$ cat src/rtl/dadda_pkg.sv
package dadda_pkg;

   // Largest operand width the elaboration planner supports.
   localparam int MAX_N = 32;

   // Plan query selectors.
   localparam int Q_HEIGHT = 0;
   localparam int Q_FULL   = 1;
   localparam int Q_HALF   = 2;
   localparam int Q_CIN    = 3;

   // Number of compression layers: how many schedule heights lie below n.
   function automatic int dd_stages(input int n);
      int d;
      int k;
      d = 2;
      k = 0;
      while (d < n) begin
         k = k + 1;
         d = (d * 3) / 2;
      end
      return k;
   endfunction

   // Target height of layer s (layer 0 is the first, tallest target).
   function automatic int dd_target(input int n, input int s);
      int d;
      int idx;
      d   = 2;
      idx = dd_stages(n) - 1 - s;
      for (int j = 0; j < idx; j++) begin
         d = (d * 3) / 2;
      end
      return d;
   endfunction

   // Replays the whole reduction and answers one query for layer s, column c:
   // the column height entering layer s, the full or half adders placed
   // there, or the carries arriving from column c-1 in that layer.
   function automatic int dd_plan(input int n, input int s, input int c, input int kind);
      int h   [2*MAX_N];
      int hn  [2*MAX_N];
      int res;
      int cin;
      int e;
      int f;
      int hh;
      int d;
      int k;
      res = 0;
      k   = dd_stages(n);
      for (int col = 0; col < 2*MAX_N; col++) begin
         if (col < 2*n - 1) h[col] = (col < n) ? col + 1 : 2*n - 1 - col;
         else               h[col] = 0;
         hn[col] = 0;
      end
      for (int st = 0; st <= k; st++) begin
         if (st == s && kind == Q_HEIGHT) res = h[c];
         if (st < k && st <= s) begin
            d   = dd_target(n, st);
            cin = 0;
            for (int col = 0; col < 2*n; col++) begin
               e  = h[col] + cin - d;
               f  = (e > 0) ? e / 2 : 0;
               hh = (e > 0) ? e % 2 : 0;
               if (st == s && col == c) begin
                  if (kind == Q_FULL)      res = f;
                  else if (kind == Q_HALF) res = hh;
                  else if (kind == Q_CIN)  res = cin;
               end
               hn[col] = (e > 0) ? d : h[col] + cin;
               cin     = f + hh;
            end
            for (int col = 0; col < 2*n; col++) begin
               h[col] = hn[col];
            end
         end
      end
      return res;
   endfunction

   function automatic int dd_count(input int n, input int kind);
      int tot;
      tot = 0;
      for (int s = 0; s < dd_stages(n); s++) begin
         for (int c = 0; c < 2*n; c++) begin
            tot = tot + dd_plan(n, s, c, kind);
         end
      end
      return tot;
   endfunction

   // Lowest and highest columns that still hold two bits after compression.
   function automatic int dd_cpa_lo(input int n);
      int r;
      r = 2*n;
      for (int c = 2*n - 1; c >= 0; c--) begin
         if (dd_plan(n, dd_stages(n), c, Q_HEIGHT) == 2) r = c;
      end
      return r;
   endfunction

   function automatic int dd_cpa_hi(input int n);
      int r;
      r = -1;
      for (int c = 0; c < 2*n; c++) begin
         if (dd_plan(n, dd_stages(n), c, Q_HEIGHT) == 2) r = c;
      end
      return r;
   endfunction

endpackage

$ cat src/rtl/dadda_fa.sv
module dadda_fa (
   input  logic x,
   input  logic y,
   input  logic z,
   output logic s,
   output logic co
);
   assign s  = x ^ y ^ z;
   assign co = (x & y) | (x & z) | (y & z);
endmodule

$ cat src/rtl/dadda_ha.sv
module dadda_ha (
   input  logic x,
   input  logic y,
   output logic s,
   output logic co
);
   assign s  = x ^ y;
   assign co = x & y;
endmodule

$ cat src/rtl/dadda_ppgen.sv
module dadda_ppgen #(
   parameter int N = 8
) (
   input  logic [N-1:0]            a,
   input  logic [N-1:0]            b,
   output logic [2*N-1:0][N-1:0]   mat
);
   localparam int COLS = 2 * N;

   genvar c, t;
   for (c = 0; c < COLS; c++) begin : g_col
      localparam int LOI = (c < N) ? 0 : c - N + 1;
      localparam int HII = (c < N) ? c : N - 1;
      for (t = 0; t < N; t++) begin : g_slot
         if (t <= HII - LOI) begin : g_dot
            assign mat[c][t] = a[LOI + t] & b[c - LOI - t];
         end else begin : g_empty
            assign mat[c][t] = 1'b0;
         end
      end
   end
endmodule

$ cat src/rtl/dadda_stage.sv
module dadda_stage
   import dadda_pkg::*;
#(
   parameter int N = 8,
   parameter int S = 0
) (
   input  logic [2*N-1:0][N-1:0] mi,
   output logic [2*N-1:0][N-1:0] mo
);
   localparam int COLS = 2 * N;

   wire unused_mi = ^mi;

   genvar c, j, t;
   for (c = 0; c < COLS; c++) begin : g_col
      localparam int HIN  = dd_plan(N, S, c, Q_HEIGHT);
      localparam int NF   = dd_plan(N, S, c, Q_FULL);
      localparam int NH   = dd_plan(N, S, c, Q_HALF);
      localparam int CIN  = dd_plan(N, S, c, Q_CIN);
      localparam int NP   = HIN - 3*NF - 2*NH;
      localparam int HOUT = CIN + NF + NH + NP;

      if (HOUT > N || NP < 0) begin : g_bad_plan
         initial $fatal(1, "dadda_stage: column %0d overflows in layer %0d", c, S);
      end

      // Output slot order: incoming carries, then sums, then passed bits.
      for (j = 0; j < NF; j++) begin : g_fa
         logic co;
         dadda_fa u_fa (
            .x  (mi[c][3*j]),
            .y  (mi[c][3*j+1]),
            .z  (mi[c][3*j+2]),
            .s  (mo[c][CIN+j]),
            .co (co)
         );
         if (c + 1 < COLS) begin : g_carry
            assign mo[c+1][j] = co;
         end else begin : g_drop
            wire unused_co = co;
         end
      end

      if (NH == 1) begin : g_ha
         logic co;
         dadda_ha u_ha (
            .x  (mi[c][3*NF]),
            .y  (mi[c][3*NF+1]),
            .s  (mo[c][CIN+NF]),
            .co (co)
         );
         if (c + 1 < COLS) begin : g_carry
            assign mo[c+1][NF] = co;
         end else begin : g_drop
            wire unused_co = co;
         end
      end

      for (t = 0; t < NP; t++) begin : g_pass
         assign mo[c][CIN+NF+NH+t] = mi[c][3*NF+2*NH+t];
      end

      for (t = HOUT; t < N; t++) begin : g_zero
         assign mo[c][t] = 1'b0;
      end
   end
endmodule

$ cat src/rtl/dadda_cpa.sv
module dadda_cpa
   import dadda_pkg::*;
#(
   parameter int N = 8
) (
   input  logic [2*N-1:0][N-1:0] mat,
   output logic [2*N-1:0]        prod
);
   localparam int COLS = 2 * N;
   localparam int K    = dd_stages(N);
   localparam int LO   = dd_cpa_lo(N);

   logic [COLS:0] cy;
   assign cy[0] = 1'b0;

   wire unused_cpa = ^{cy, mat};

   genvar c;
   for (c = 0; c < COLS; c++) begin : g_col
      localparam int H = dd_plan(N, K, c, Q_HEIGHT);

      if (H > 2) begin : g_bad_height
         initial $fatal(1, "dadda_cpa: column %0d left with %0d bits", c, H);
      end

      if (c < LO) begin : g_low
         assign prod[c]  = mat[c][0];
         assign cy[c+1]  = 1'b0;
      end else if (H == 2 && c == LO) begin : g_first
         dadda_ha u_ha (
            .x  (mat[c][0]),
            .y  (mat[c][1]),
            .s  (prod[c]),
            .co (cy[c+1])
         );
      end else if (H == 2) begin : g_two
         dadda_fa u_fa (
            .x  (mat[c][0]),
            .y  (mat[c][1]),
            .z  (cy[c]),
            .s  (prod[c]),
            .co (cy[c+1])
         );
      end else if (H == 1) begin : g_one
         dadda_ha u_ha (
            .x  (mat[c][0]),
            .y  (cy[c]),
            .s  (prod[c]),
            .co (cy[c+1])
         );
      end else begin : g_none
         assign prod[c] = cy[c];
         assign cy[c+1] = 1'b0;
      end
   end
endmodule

$ cat src/rtl/dadda_mult.sv
module dadda_mult
   import dadda_pkg::*;
#(
   parameter int N = 8
) (
   input  logic [N-1:0]   opa,
   input  logic [N-1:0]   opb,
   output logic [2*N-1:0] prod
);
   localparam int COLS     = 2 * N;
   localparam int K        = dd_stages(N);
   localparam int FA_TOTAL = dd_count(N, Q_FULL);
   localparam int HA_TOTAL = dd_count(N, Q_HALF);
   localparam int CPA_W    = dd_cpa_hi(N) - dd_cpa_lo(N) + 1;

   if (N < 2 || N > MAX_N) begin : g_bad_width
      initial $fatal(1, "dadda_mult: N=%0d outside 2..%0d", N, MAX_N);
   end

   if (N == 8) begin : g_check8
      if (K != 4 || dd_target(N, 0) != 6 || dd_target(N, 1) != 4 ||
          dd_target(N, 2) != 3 || dd_target(N, 3) != 2) begin : g_bad_sched
         initial $fatal(1, "dadda_mult: height schedule is not 6,4,3,2");
      end
      if (FA_TOTAL != 35 || HA_TOTAL != 7 || CPA_W != 14) begin : g_bad_count
         initial $fatal(1, "dadda_mult: %0d FA, %0d HA, %0d-bit adder", FA_TOTAL, HA_TOTAL, CPA_W);
      end
   end

   logic [COLS-1:0][N-1:0] pp;
   logic [COLS-1:0][N-1:0] fin;

   dadda_ppgen #(.N(N)) u_ppgen (
      .a   (opa),
      .b   (opb),
      .mat (pp)
   );

   genvar s;
   for (s = 0; s < K; s++) begin : g_stg
      logic [COLS-1:0][N-1:0] m;
      if (s == 0) begin : g_head
         dadda_stage #(.N(N), .S(s)) u_stage (.mi(pp), .mo(m));
      end else begin : g_tail
         dadda_stage #(.N(N), .S(s)) u_stage (.mi(g_stg[s-1].m), .mo(m));
      end
   end

   if (K == 0) begin : g_no_tree
      assign fin = pp;
   end else begin : g_tree
      assign fin = g_stg[K-1].m;
   end

   dadda_cpa #(.N(N)) u_cpa (
      .mat  (fin),
      .prod (prod)
   );
endmodule

$ cat config.mk
export PLATFORM = sky130hd
export DESIGN_NAME = dadda_mult
export DESIGN_NICKNAME = d
export VERILOG_FILES = /design/src/rtl/dadda_pkg.sv /design/src/rtl/dadda_fa.sv /design/src/rtl/dadda_ha.sv /design/src/rtl/dadda_ppgen.sv /design/src/rtl/dadda_stage.sv /design/src/rtl/dadda_cpa.sv /design/src/rtl/dadda_mult.sv
export SDC_FILE = /design/constraint.sdc
export NUM_CORES = 1
export LEC_CHECK = 0
export ABC_AREA = 1
export BUFFER_PORTS_ARGS = -buffer_cell sky130_fd_sc_hd__buf_2
export CAP_MARGIN = 20
export CORE_UTILIZATION = 45
export DETAILED_ROUTE_END_ITERATION = 16
export REMOVE_ABC_BUFFERS = 1
export SLEW_MARGIN = 20
export SYNTH_ARGS = -nofsm -noshare
export SYNTH_HDL_FRONTEND = slang
export SYNTH_HIERARCHICAL = 1
export SYNTH_SLANG_ARGS = --single-unit
export TNS_END_PERCENT = 10
$ cat constraint.sdc
create_clock -name vclk -period 9.8
set_input_delay 0.98 -clock vclk [all_inputs]
set_output_delay 0.98 -clock vclk [all_outputs]
set_load 0.01 [all_outputs]
==> results.cfg <==
[status]
status = completed

[power]
internal_power_mw = 0.1030
clockPowerShare = 0
p_total_mw = 0.2295
power.switching_mw = 0.1265
p_leak_nw = 1.283
ir_drop_mv = 0.08538
power.density_nw_per_um2 = 128.1
pwr-share-comb = 1.000
sequentialPowerShare = 0
switching_share = 0.5514

[layout]
fillers = 631
flops_and_latches = 0
nets = 290
syn_to_final_growth_pct = -32.77
insertedDiodeCount = 0
nClkBuffers = 0
fin_area_um2 = 1792
drive_gt1_frac = 0.1481
regArea_um2 = 0
multi_input_area_um2 = 1301

[drt]
via_count = 1178
routedWlPerCell_um = 10.72
totalWireLength_um = 3087
drt-initial-drc-count = 53
drc = 0
viasPerCell = 4.090
drtAntennaViolNets = 0
firstDrtPassIters = 4

[setup_path]
crit_arrival_ns = 7.46
endpoint_kind = output pin
critPathMaxFanout = 8
crit_type = primary input to output pin
startpoint = opb[4]
crit_path_end = prod[14]
critPathRequiredTime_ns = 8.82
worst_setup_path_start_kind = primary input

[synth]
ys.warnings.count = 6
syn_avg_cell_area_um2 = 7.862
netlist_area_um2 = 2665
syn-instance-count = 339

[global_routing]
grt_pass1_vias = 1292
antenna_found_initial = 0
grt_overflow = 0
track_usage = 0.1174
grt_first_pass_wirelength_um = 5871
grt_max_degree = 9

[die]
ioPinCount = 32
die-area_um2 = 6234
die_height_um = 78.96
rows = 27
fp.coreArea_um2 = 5608
start_util = 0.4752
die_x_um = 78.96

[flow_run]
maxCapViolCount = 0

[sta]
max_freq_mhz = 118.5
setup_viol = 0
tightest_slew_ns = 0.1835
fin_crit_ns = 8.437
hold_viol = 0
slew_headroom = 0.8777
setup_tns_ns = 0
rsz0062_at_grt = false
setup_ws_ns = 1.363
finalCritPeriodShare = 0.8609
finalMaxSlewViolations = 0
hold_slack_ns = 2.342

[placed_design]
finalWeightedCongestion = 0.7944
dp_hpwl_um = 2838
port_buffers = 32
placed_area_um2 = 1792
pre_cts_slack_ns = 1.327

[clocking]
cts_resized = 0
post_cts.repair.setup_buffers = 0
hold_buffers = 0

[hold_path]
hold_depth = 4
hold_class = primary input to output pin
==> critical path: stages <==
cell and delay, ns:
buf_2 0.16, nand2_1 0.09, inv_1 0.04, ha_1 0.28, fa_1 0.48, fa_1 0.52, fa_1 0.46, fa_1 0.43
fa_1 0.43, fa_1 0.43, fa_1 0.42, fa_1 0.42, fa_1 0.42, fa_1 0.42, fa_1 0.43, fa_1 0.42
fa_1 0.51, buf_2 0.12
==> power groups by stage <==
stage                     Combinational [mW]  Sequential [mW]  Clock (mW)
after global placement                 0.238                0           0
after detailed placement               0.240                0           0
after CTS                              0.241                0           0
after floorplan                        0.172                0           0
after global routing                   0.270                0           0
final                                  0.229                0           0
==> how the worst min path moves through the flow <==
stage | endpoint | slack [ns] | start
after detailed placement | prod[0] | 2.35 | opa[0]
after global routing | prod[0] | 2.36 | opa[0]
after floorplan | prod[0] | 2.05 | opb[0]
final | prod[0] | 2.34 | opa[0]
after global placement | prod[0] | 2.35 | opa[0]
after CTS | prod[0] | 2.35 | opa[0]
==> final cells by class <==
| cell class | count | share of cell area |
|---|---|---|
| Timing Repair Buffer | 32 | 0.08939 |
| Inverter | 64 | 0.1341 |
| Multi-Input combinational cell | 120 | 0.7263 |
| Tap cell | 72 | 0.05028 |
==> stage by stage <==
| step | std cells | util |
|---|---|---|
| after floorplan | 184 | - |
| after global placement | 288 | 0.3195 |
| after detailed placement | 288 | 0.3195 |
| after CTS | 288 | 0.3195 |
| after global routing | 288 | 0.3195 |
| final | 288 | 0.3195 |
==> cells in the final DEF (no fill, tap or decap) <==
master / instances
fa_1: 48
nand2_1: 64
inv_1: 64
ha_1: 8
buf_2: 32
==> layer usage <==
metal  GRT usage  wire length (um)  vias to the layer above
met5           0                 0                        -
met4           0                 0                        0
met3           0               129                        0
met2      0.2270              1617                       30
met1      0.1565              1339                      588
li1            -                 -                      560
Power figures use the tool's default switching activity.
